<file path="src/rtl/lut_pkg.sv">
`timescale 1ns/1ps
package lut_pkg;
    localparam int LUT_IN = 3;
    localparam int TT_W   = 1 << LUT_IN;
    localparam int SYNC_N = 2;
    localparam int FILT_N = 2;

    typedef enum logic [1:0] {
        COND_NONE = 2'd0,
        COND_SYNC = 2'd1,
        COND_FILT = 2'd2
    } cond_t;

    typedef struct packed {
        logic              edge_fall;
        logic              edge_on;
        cond_t             cond;
        logic [LUT_IN-1:0] in_en;
    } cell_ctl_t;

    typedef enum logic [2:0] {
        SEQ_OFF  = 3'd0,
        SEQ_DFF  = 3'd1,
        SEQ_JK   = 3'd2,
        SEQ_DLAT = 3'd3,
        SEQ_SR   = 3'd4
    } seq_mode_t;

    typedef enum logic {
        ST_LOW  = 1'b0,
        ST_HIGH = 1'b1
    } seq_st_t;
endpackage

</file>
<file path="src/rtl/lut_cell.sv">
`timescale 1ns/1ps
module lut_cell
    import lut_pkg::*;
(
    input  logic              clk,
    input  logic              rst_n,
    input  logic              en,
    input  logic [TT_W-1:0]   tt,
    input  cell_ctl_t         ctl,
    input  logic [LUT_IN-1:0] din,
    output logic              res,
    output logic              edge_pls
);
    localparam int PIPE_N = SYNC_N + FILT_N;

    logic [LUT_IN-1:0] idx;
    logic              raw;
    logic [PIPE_N-1:0] pipe_q;
    logic              filt_q;
    logic              prev_q;
    logic              cond_v;
    logic              agree;
    logic              pls;

    assign idx   = din & ctl.in_en;
    assign raw   = tt[idx];
    assign agree = (&pipe_q[PIPE_N-1:SYNC_N]) | ~(|pipe_q[PIPE_N-1:SYNC_N]);

    always_ff @(posedge clk or negedge rst_n) begin
        if (!rst_n) begin
            pipe_q <= '0;
            filt_q <= 1'b0;
            prev_q <= 1'b0;
        end else if (!en) begin
            pipe_q <= '0;
            filt_q <= 1'b0;
            prev_q <= 1'b0;
        end else begin
            pipe_q <= {pipe_q[PIPE_N-2:0], raw};
            if (agree) filt_q <= pipe_q[PIPE_N-1];
            prev_q <= cond_v;
        end
    end

    always_comb begin
        unique case (ctl.cond)
            COND_SYNC: cond_v = pipe_q[SYNC_N-1];
            COND_FILT: cond_v = filt_q;
            default:   cond_v = raw;
        endcase
    end

    assign pls      = ctl.edge_fall ? (~cond_v & prev_q) : (cond_v & ~prev_q);
    assign edge_pls = en & ctl.edge_on & pls;
    assign res      = en & (ctl.edge_on ? pls : cond_v);
endmodule

</file>
<file path="src/rtl/lut_seq.sv">
`timescale 1ns/1ps
module lut_seq
    import lut_pkg::*;
(
    input  logic      clk,
    input  logic      rst_n,
    input  logic      en,
    input  seq_mode_t mode,
    input  logic      a,
    input  logic      b,
    output logic      y
);
    seq_st_t st_q, st_nx;
    logic    q;
    logic    lat;

    assign q = (st_q == ST_HIGH);

    always_ff @(posedge clk or negedge rst_n) begin
        if (!rst_n)   st_q <= ST_LOW;
        else if (!en) st_q <= ST_LOW;
        else          st_q <= st_nx;
    end

    always_comb begin
        unique case (mode)
            SEQ_DLAT: lat = b ? a : q;
            SEQ_SR:   lat = b ? 1'b0 : (a ? 1'b1 : q);
            default:  lat = q;
        endcase
    end

    always_comb begin
        st_nx = st_q;
        unique case (mode)
            SEQ_DFF: if (b) st_nx = a ? ST_HIGH : ST_LOW;
            SEQ_JK: begin
                unique case ({a, b})
                    2'b10:   st_nx = ST_HIGH;
                    2'b01:   st_nx = ST_LOW;
                    2'b11:   st_nx = q ? ST_LOW : ST_HIGH;
                    default: st_nx = st_q;
                endcase
            end
            SEQ_DLAT, SEQ_SR: st_nx = lat ? ST_HIGH : ST_LOW;
            default: st_nx = ST_LOW;
        endcase
    end

    always_comb begin
        unique case (mode)
            SEQ_DFF, SEQ_JK:  y = q;
            SEQ_DLAT, SEQ_SR: y = lat;
            default:          y = a;
        endcase
    end
endmodule

</file>
<file path="src/rtl/lut_pair_cell.sv">
`timescale 1ns/1ps
module lut_pair_cell
    import lut_pkg::*;
#(
    parameter int CFG_AW = 3
) (
    input  logic                clk,
    input  logic                rst_n,
    input  logic                glb_en,
    input  logic                cfg_we,
    input  logic [CFG_AW-1:0]   cfg_addr,
    input  logic [TT_W-1:0]     cfg_wdata,
    input  logic [2*LUT_IN-1:0] cell_in,
    output logic [1:0]          cell_out
);
    localparam int NCELL   = 2;
    localparam int A_TT    = 0;
    localparam int A_CTL   = A_TT + NCELL;
    localparam int A_MODE  = A_CTL + NCELL;
    localparam int CTL_W   = $bits(cell_ctl_t);
    localparam int MODE_W  = $bits(seq_mode_t);

    logic [TT_W-1:0]   tt_q  [NCELL];
    logic [CTL_W-1:0]  ctl_q [NCELL];
    logic [MODE_W-1:0] mode_q;
    logic [NCELL-1:0]  cell_res;
    logic [NCELL-1:0]  edge_pls;
    logic              seq_y;

    always_ff @(posedge clk or negedge rst_n) begin
        if (!rst_n)                                      mode_q <= '0;
        else if (cfg_we && cfg_addr == CFG_AW'(A_MODE))  mode_q <= cfg_wdata[MODE_W-1:0];
    end

    for (genvar g = 0; g < NCELL; g++) begin : g_cell
        always_ff @(posedge clk or negedge rst_n) begin
            if (!rst_n) begin
                tt_q[g]  <= '0;
                ctl_q[g] <= '0;
            end else if (cfg_we) begin
                if (cfg_addr == CFG_AW'(A_TT + g))  tt_q[g]  <= cfg_wdata;
                if (cfg_addr == CFG_AW'(A_CTL + g)) ctl_q[g] <= cfg_wdata[CTL_W-1:0];
            end
        end

        lut_cell u_cell (
            .clk      (clk),
            .rst_n    (rst_n),
            .en       (glb_en),
            .tt       (tt_q[g]),
            .ctl      (cell_ctl_t'(ctl_q[g])),
            .din      (cell_in[g*LUT_IN +: LUT_IN]),
            .res      (cell_res[g]),
            .edge_pls (edge_pls[g])
        );
    end

    lut_seq u_seq (
        .clk   (clk),
        .rst_n (rst_n),
        .en    (glb_en),
        .mode  (seq_mode_t'(mode_q)),
        .a     (cell_res[0]),
        .b     (cell_res[1]),
        .y     (seq_y)
    );

    assign cell_out = glb_en ? {cell_res[1], seq_y} : 2'b00;
endmodule

</file>
<file path="config.mk">
export PLATFORM = sky130hd
export DESIGN_NAME = lut_pair_cell
export DESIGN_NICKNAME = d
export VERILOG_FILES = /design/src/rtl/lut_pkg.sv /design/src/rtl/lut_cell.sv /design/src/rtl/lut_seq.sv /design/src/rtl/lut_pair_cell.sv
export SDC_FILE = /design/constraint.sdc
export NUM_CORES = 1
export LEC_CHECK = 0
export BUFFER_PORTS_ARGS = -buffer_cell sky130_fd_sc_hd__buf_4
export CORE_MARGIN = 4
export CORE_UTILIZATION = 52
export DETAILED_ROUTE_END_ITERATION = 16
export PLACE_DENSITY_LB_ADDON = 0.15
export SYNTH_ARGS = -nofsm -noshare
export SYNTH_HDL_FRONTEND = slang
export SYNTH_SLANG_ARGS = --single-unit
export TNS_END_PERCENT = 5
</file>
<file path="constraint.sdc">
create_clock -name clk -period 2.41 [get_ports clk]
set_clock_uncertainty 0.1 [all_clocks]
set_input_delay 0.241 -clock clk [delete_from_list [all_inputs] [get_ports clk]]
set_output_delay 0.241 -clock clk [all_outputs]
set_load 0.05 [all_outputs]
</file>
Word level (Yosys, flattened, before mapping)
Index checks and enable logic that the tools add are counted.
{"block": "op_classes", "n_div": 0, "mux": 31, "n_addsub": 0, "bitwise": 16, "n_mul": 0, "n_eq_ne": 19, "order_cmp": 2, "reduce_logical": 13, "n_shift": 0}
{"op": "two-way mux 1 bit", "count": 20}
{"op": "AND reduction 2 bit", "count": 7}
{"op": "== test 3 x 2 -> 1 bit (second input constant)", "count": 4}
{"op": "== test 2 bit (second input constant)", "count": 4}
{"op": "< comparator 3 x 4 -> 1 bit (second input constant)", "count": 2}
{"op": "two-way mux 4 bit", "count": 2}
{"op": "one-hot mux 1 bit (2 select lines)", "count": 4}
{"op": "OR reduction 2 bit", "count": 4}
{"op": "AND 1 bit", "count": 6}
{"op": "AND 3 bit", "count": 2}
{"op": "binary-select mux 1 bit (select 3 bit)", "count": 2}
{"op": "== test 2 x 1 -> 1 bit (second input constant)", "count": 3}
{"op": "== test 3 x 1 -> 1 bit (second input constant)", "count": 2}
{"op": "== test 3 bit (second input constant)", "count": 2}
{"op": "inverter 1 bit", "count": 6}
{"op": "one-hot mux 1 bit (3 select lines)", "count": 2}
{"op": "!= test 5 bit (second input constant)", "count": 1}
{"op": "!= test 2 x 1 -> 1 bit (second input constant)", "count": 2}
{"op": "logical NOT 3 bit", "count": 1}
{"op": "!= test 3 x 2 -> 1 bit (second input constant)", "count": 1}
{"op": "two-way mux 2 bit", "count": 1}
{"op": "bitwise OR 1 bit", "count": 2}
{"op": "logical AND 1 bit", "count": 1}
{"block": "word_totals", "romBits": 0, "ram_bits": 0, "latch_bits": 0, "register_bits": 46, "output_inout_bits": 2, "n_memories": 0, "in_bits": 21}

Depth between registers and ports, before layout
{"block": "logic_depth", "word_depth": 15, "ltp_mapped": 10}

By module
From an unflattened synthesis, not the netlist that was laid out.
{"block": "unflattened", "hier_cells": 171, "area_unflattened_um2": 2225.9}
{"module": "lut_pair_cell", "instances": 1, "seq_area_each_um2": 825.8, "cells_each": 75, "area_each_um2": 1285.0}
{"module": "lut_cell", "instances": 2, "seq_area_each_um2": 150.1, "cells_each": 34, "area_each_um2": 361.6}
{"module": "lut_seq", "instances": 1, "seq_area_each_um2": 25.0, "cells_each": 28, "area_each_um2": 217.7}

Worst setup path after synthesis
OpenSTA, ideal clock, no wires.
{"block": "synth_path", "path_kind": "flip-flop to output port", "startpoint": "register ctl_q[7] in the netlist's numbering", "endpoint": "output cell_out[0]", "path_buffers": 1, "arrival_time_ns": 2.378, "stages_incl_launch_ff": 10, "path_slack_ns": -0.309, "cell_sequence": "dfrtp_1 -> nand2_1 -> mux4_2 -> mux2i_2 -> mux2i_1 -> and3_1 -> buf_6 -> o41ai_1 -> a21oi_1 -> o2111a_1"}
{"block": "synth_via", "elab_chain_len": 14, "word_cells_on_any_way": 16, "classes_between": "mux: 11; bitwise: 5"}
{"element": "from (decl)", "line_no": "lut_pair_cell.sv:24", "source": "logic [CTL_W-1:0] ctl_q [NCELL];"}
{"element": "from (signal, indexed assignment)", "line_no": "lut_pair_cell.sv:42", "source": "if (cfg_addr == CFG_AW'(A_CTL + g)) ctl_q[g] <= cfg_wdata[CTL_W-1:0];"}
{"element": "AND 3 bit *", "line_no": "lut_cell.sv:25", "source": "assign idx = din & ctl.in_en;"}
{"element": "binary-select mux 1 bit (select 3 bit) *", "line_no": "lut_cell.sv:26", "source": "assign raw = tt[idx];"}
{"element": "two-way mux 1 bit (not written as such) *", "line_no": "lut_cell.sv:26"}
{"element": "one-hot mux 1 bit (2 select lines) *", "line_no": "lut_cell.sv:46", "source": "unique case (ctl.cond)"}
{"element": "inverter 1 bit", "line_no": "lut_cell.sv:53", "source": "assign pls = ctl.edge_fall ? (~cond_v & prev_q) : (cond_v & ~prev_q);"}
{"element": "AND 1 bit", "line_no": "lut_cell.sv:53"}
{"element": "two-way mux 1 bit", "line_no": "lut_cell.sv:53"}
{"element": "two-way mux 1 bit *", "line_no": "lut_cell.sv:55", "source": "assign res = en & (ctl.edge_on ? pls : cond_v);"}
{"element": "AND 1 bit *", "line_no": "lut_cell.sv:55"}
{"element": "two-way mux 1 bit (2 in a row)", "line_no": "lut_seq.sv:28", "source": "SEQ_SR: lat = b ? 1'b0 : (a ? 1'b1 : q);"}
{"element": "one-hot mux 1 bit (2 select lines)", "line_no": "lut_seq.sv:26", "source": "unique case (mode)"}
{"element": "one-hot mux 1 bit (2 select lines) *", "line_no": "lut_seq.sv:51", "source": "unique case (mode)"}
{"element": "two-way mux 2 bit *", "line_no": "lut_pair_cell.sv:68", "source": "assign cell_out = glb_en ? {cell_res[1], seq_y} : 2'b00;"}
{"element": "to (decl)", "line_no": "lut_pair_cell.sv:14", "source": "output logic [1:0] cell_out"}
Mark *: on every way between the ends. The rest lies on a longest branch, timed or not. The select of a mux whose other input is x is not followed.

Final worst setup path
{"block": "layout_path", "startpoint": "register ctl_q[0] in the netlist's numbering", "endpoint": "output cell_out[0]"}
{"block": "layout_via", "elab_chain_len": 13, "word_cells_on_any_way": 15, "classes_between": "mux: 10; bitwise: 5"}
{"element": "AND 3 bit *", "line_no": "lut_cell.sv:25"}
{"element": "binary-select mux 1 bit (select 3 bit) *", "line_no": "lut_cell.sv:26"}
{"element": "two-way mux 1 bit (not written as such) *", "line_no": "lut_cell.sv:26"}
{"element": "one-hot mux 1 bit (2 select lines) *", "line_no": "lut_cell.sv:46"}
{"element": "inverter 1 bit", "line_no": "lut_cell.sv:53"}
{"element": "AND 1 bit", "line_no": "lut_cell.sv:53"}
{"element": "two-way mux 1 bit", "line_no": "lut_cell.sv:53"}
{"element": "two-way mux 1 bit *", "line_no": "lut_cell.sv:55"}
{"element": "AND 1 bit *", "line_no": "lut_cell.sv:55"}
{"element": "two-way mux 1 bit, on equally long branches", "line_no": "lut_seq.sv:28, lut_seq.sv:27"}
{"element": "one-hot mux 1 bit (2 select lines) *", "line_no": "lut_seq.sv:26"}
{"element": "one-hot mux 1 bit (2 select lines) *", "line_no": "lut_seq.sv:51"}
{"element": "two-way mux 2 bit *", "line_no": "lut_pair_cell.sv:68"}
Marks and branches as above.

==> results_tabular.tex <==
\begin{tabular}{lr}
\hline
Metric & Value \\
\hline
\multicolumn{2}{l}{\textbf{Drt}} \\
Total wirelength of the detailed-routed design & 4.49 mm \\
Number of iterations in the first detailed-routing pass & 4 \\
Number of DRC violations after detailed routing & 0 \\
Number of vias per cell & between 5 and 6 \\
Via count & 1530 \\
Routed Antenna Nets & 0 \\
Iteration-0 DRC Markers & around 140 \\
Post-detailed-route wirelength per cell & $\sim$17 um \\
\multicolumn{2}{l}{\textbf{Cells and area}} \\
Area growth from synthesis to layout & 23.3\% \\
Fraction of final layout cells sized beyond drive strength 1 & 32.1\% \\
Non-Filler Cell Area, Final & roughly 2700 sq um \\
Area occupied by multi-input gates & 1040 sq um \\
Number of diodes added for antenna fixing & 0 \\
Sequential cell area & between 1000 and 1500 sq um \\
Count of filler cells inserted in the layout & 296 \\
Final layout net count & 239 \\
\multicolumn{2}{l}{\textbf{Pwr}} \\
Int Pwr & around 1800 uW \\
Clock network fraction of design power & 27.6\% \\
Part of the total power dissipated in combinational logic & around a third \\
Leakage power summed over all cells & 0.00122 uW \\
Sequential share of power & 40.7\% \\
P per Cell Area & 930 nW/um\^{}2 \\
Maximum resistive drop on vdd & $\sim$0.56 mV \\
Power dissipated by switching net loads & 743 uW \\
Sw Ratio & about 29\% \\
\multicolumn{2}{l}{\textbf{Logic synthesis}} \\
Post-synthesis register bit count & 46 \\
Synth warnings & 0 \\
Top post-synthesis cells by count & dfrtp\_1, mux2\_1, nand2\_1 \\
Post-Synthesis Net Count & 200 \\
Cell area after technology mapping & 2200 sq um \\
Number of enable flip-flop cells after synthesis & 0 \\
Distinct cells, synth & 44 \\
Synthesized netlist cell count & 175 \\
Yosys top cell area share & between 50 and 60\% \\
Dominant register cell in the synthesized netlist & dfrtp\_1 \\
Most area-hungry cell type in the Yosys netlist & dfrtp\_1 \\
Biggest area contributors in the synthesized netlist & dfrtp\_1, mux2\_1, nand2\_1 \\
Average cell area after synthesis & 12.6 sq um \\
Proportion of synthesized flip-flops having asynchronous set or reset & 100\% \\
Sequential fraction of the synthesis area & a little over half \\
Most frequent cell after synthesis & dfrtp\_1 \\
\multicolumn{2}{l}{\textbf{Clocking}} \\
TritonCTS clock tree & yes \\
Longest Clk Path Bufs & 2 \\
Worst-Skew Late Latency & 0.29 ns \\
Sink count of the clock tree & 46 \\
Cell at the root of the clock tree & clkbuf\_8 \\
Number of CTS-inserted buffers & 5 \\
Clock input transition at the sequential cells of the worst setup and hold paths & 0.08 ns \\
H-tree depth & 2 \\
\multicolumn{2}{l}{\textbf{Place}} \\
Placement-stage cell area & 2510 sq um \\
Detail Placement HPWL & around 3.3 mm \\
Number of buffer cells added on primary ports & 22 \\
Final Wtd Congestion & 0.784 \\
\multicolumn{2}{l}{\textbf{Floorplan}} \\
Die Area & 5340 sq um \\
Core footprint & 4060 sq um \\
Number of rows created at floorplan & 23 \\
Boundary pin count & 23 \\
Height of the die & 73.1 um \\
Starting density of the core & around 54\% \\
Horiz. Die Dim & 73.1 um \\
\multicolumn{2}{l}{\textbf{Critical path}} \\
Critical path start-end classification & reg2out \\
Data arrival time of the worst path & 2.62 ns \\
Largest incremental delay on the critical path & 0.51 ns \\
CP endpoint kind & primary output \\
Critical path fanouts, max & 2 \\
Critical Path Source Type & flip-flop \\
Critical path required time & approximately 2.1 ns \\
Slowest cell on crit path & mux4\_2 \\
Crit path cell chain & nand2\_2 -> mux4\_2 -> mux2i\_2 -> a21oi\_2 -> mux2\_4 -> o41ai\_2 -> a21oi\_1 -> o2111a\_2 -> buf\_6 \\
\multicolumn{2}{l}{\textbf{STA}} \\
Final period util & 123\% \\
Maximum clock rate & roughly 340 MHz \\
Time the final worst path needs with I/O delays and setup & 2.96 ns \\
Smallest setup slack after layout & -0.550 ns \\
Final number of setup-violating endpoints & 3 \\
Final Hold Viols & 0 \\
Setup TNS & -1.05 ns \\
Worst slew margin relative to its limit & $\sim$57\% \\
Slew at the pin closest to its max-slew limit & 0.637 ns \\
Hold Slack & 0.0843 ns \\
RSZ-0062 raised after global routing & true \\
Number of slew-limit violations in the final report & 0 \\
\multicolumn{2}{l}{\textbf{Outcome}} \\
Status & complete, but fails checks \\
Violations in the final reports & negative setup slack \\
\multicolumn{2}{l}{\textbf{Global route}} \\
Global-route wire length before repair & 7.80 mm \\
Maximum number of pins on one net before global-route repair & 47 \\
Overflow left after global routing & 0 \\
Vias in the first global route & 1640 \\
Initial antenna violation count & 0 \\
GRT Resource Usage Total & 19.1\% \\
\multicolumn{2}{l}{\textbf{Worst hold path}} \\
Worst hold-check path type & in2reg \\
\multicolumn{2}{l}{\textbf{Job}} \\
Max-capacitance violation count & 0 \\
\hline
\end{tabular}
## power by group through the flow
| stage | clock, uW | combinational [uW] | sequential [uW] |
|---|---|---|---|
| 2_1_floorplan | 0 | 523 | 996 |
| 3_3_place_gp | 0 | 692 | 1030 |
| 3_5_place_dp | 0 | 724 | 1040 |
| 4_1_cts | 712 | 793 | 1020 |
| 5_1_grt | 740 | 870 | 1050 |
| 6_report | 697 | 800 | 1030 |
## placed cells by master (no fill, tap or decap), types with 5 or more instances in the layout
master and count:
o21ai_0 5, clkbuf_8 6, mux2_1 24, dfrtp_1 46
buf_4 34, and2_1 8, mux2_2 5, nor2_1 6
inv_1 7, nand2_1 14
## metrics by stage
step / worst slack (ns) / power [uW] / util [%] / cells
floorplan: -0.198 / 1520 / - / 175
global placement: -0.301 / 1720 / 61.9 / 255
detailed placement: -0.357 / 1760 / 61.9 / 255
CTS: -0.572 / 2530 / 66.8 / 265
global route: -0.717 / 2660 / 66.9 / 265
finish: -0.550 / 2520 / 66.9 / 265
## area by class of cell
| type | instances | area share (%) |
|---|---|---|
| Tap cell | 50 | 2.31 |
| Clock buffer | 6 | 3.04 |
| Multi-Input combinational cell | 116 | 38.3 |
| Clock inverter | 2 | 2.21 |
| Sequential cell | 46 | 42.4 |
| Timing Repair Buffer | 37 | 10.6 |
| Inverter | 8 | 1.11 |
## worst paths after layout
kind	startpoint	to	slack, ns	cells after the start
worst max-delay path	ctl_q[0]	cell_out[0]	-0.55	9
worst min-delay path	cfg_wdata[7]	tt_q[7]	0.08	2
worst max register to register	ctl_q[7]	u_seq.q	-0.25	8
worst min register to register	g_cell[1].u_cell.pipe_q[0]	g_cell[1].u_cell.pipe_q[1]	0.36	1
max in group asynchronous	rst_n	tt_q[0]	1.42	2
min in group asynchronous	rst_n	g_cell[0].u_cell.pipe_q[1]	0.39	2
## repair_timing
| item | in CTS | in global routing |
|---|---|---|
| cloned | 0 | 0 |
| pin swaps | 3 | 0 |
| hold endpoints to repair | 46 | 0 |
| resized for setup | 12 | 2 |
| hold buffers | 1 | 0 |
| buffers inserted | 1 | 0 |
| endpoints found under the setup margin | 3 | 3 |
## worst max-delay path: cells and delay by family (launching register included)
| family | cells | cell delay [ns] |
|---|---|---|
| buf+inv | 1 | 0.15 |
| simple gates | 1 | 0.08 |
| mux | 3 | 1.04 |
| compound gates | 4 | 0.65 |
| flops | 1 | 0.40 |
## sequential cells by signal, summed over array words and instances, names as in the netlist
| signal | count |
|---|---|
| ctl_q | 14 |
| g_cell.u_cell.filt_q | 2 |
| g_cell.u_cell.pipe_q | 8 |
| g_cell.u_cell.prev_q | 2 |
| mode_q | 3 |
| tt_q | 16 |
| u_seq.q | 1 |
## logic make-up after synthesis
family | after synthesis | synth area share [%]
adder cells (fa/ha/maj) | 4 | 2.27
multiplexers | 38 | 22.1
flip-flops | 46 | 52.3
buffers and inverters | 13 | 2.56
AO/OA/AOI/OAI | 32 | 10.9
AND/OR/NAND/NOR | 42 | 9.89
## per-layer routing
metal  GRT usage (%)  share of wire, %  wire length, um  vias to the layer above
met3            4.96               4.1              182                        7
met2            32.6                49             2220                       34
li1                -                 -                -                      717
met1            24.7                45             2040                      772
met4            3.69               1.1               51                        0
met5               0                 0                0                        -
(Power assumes the default switching activity.)
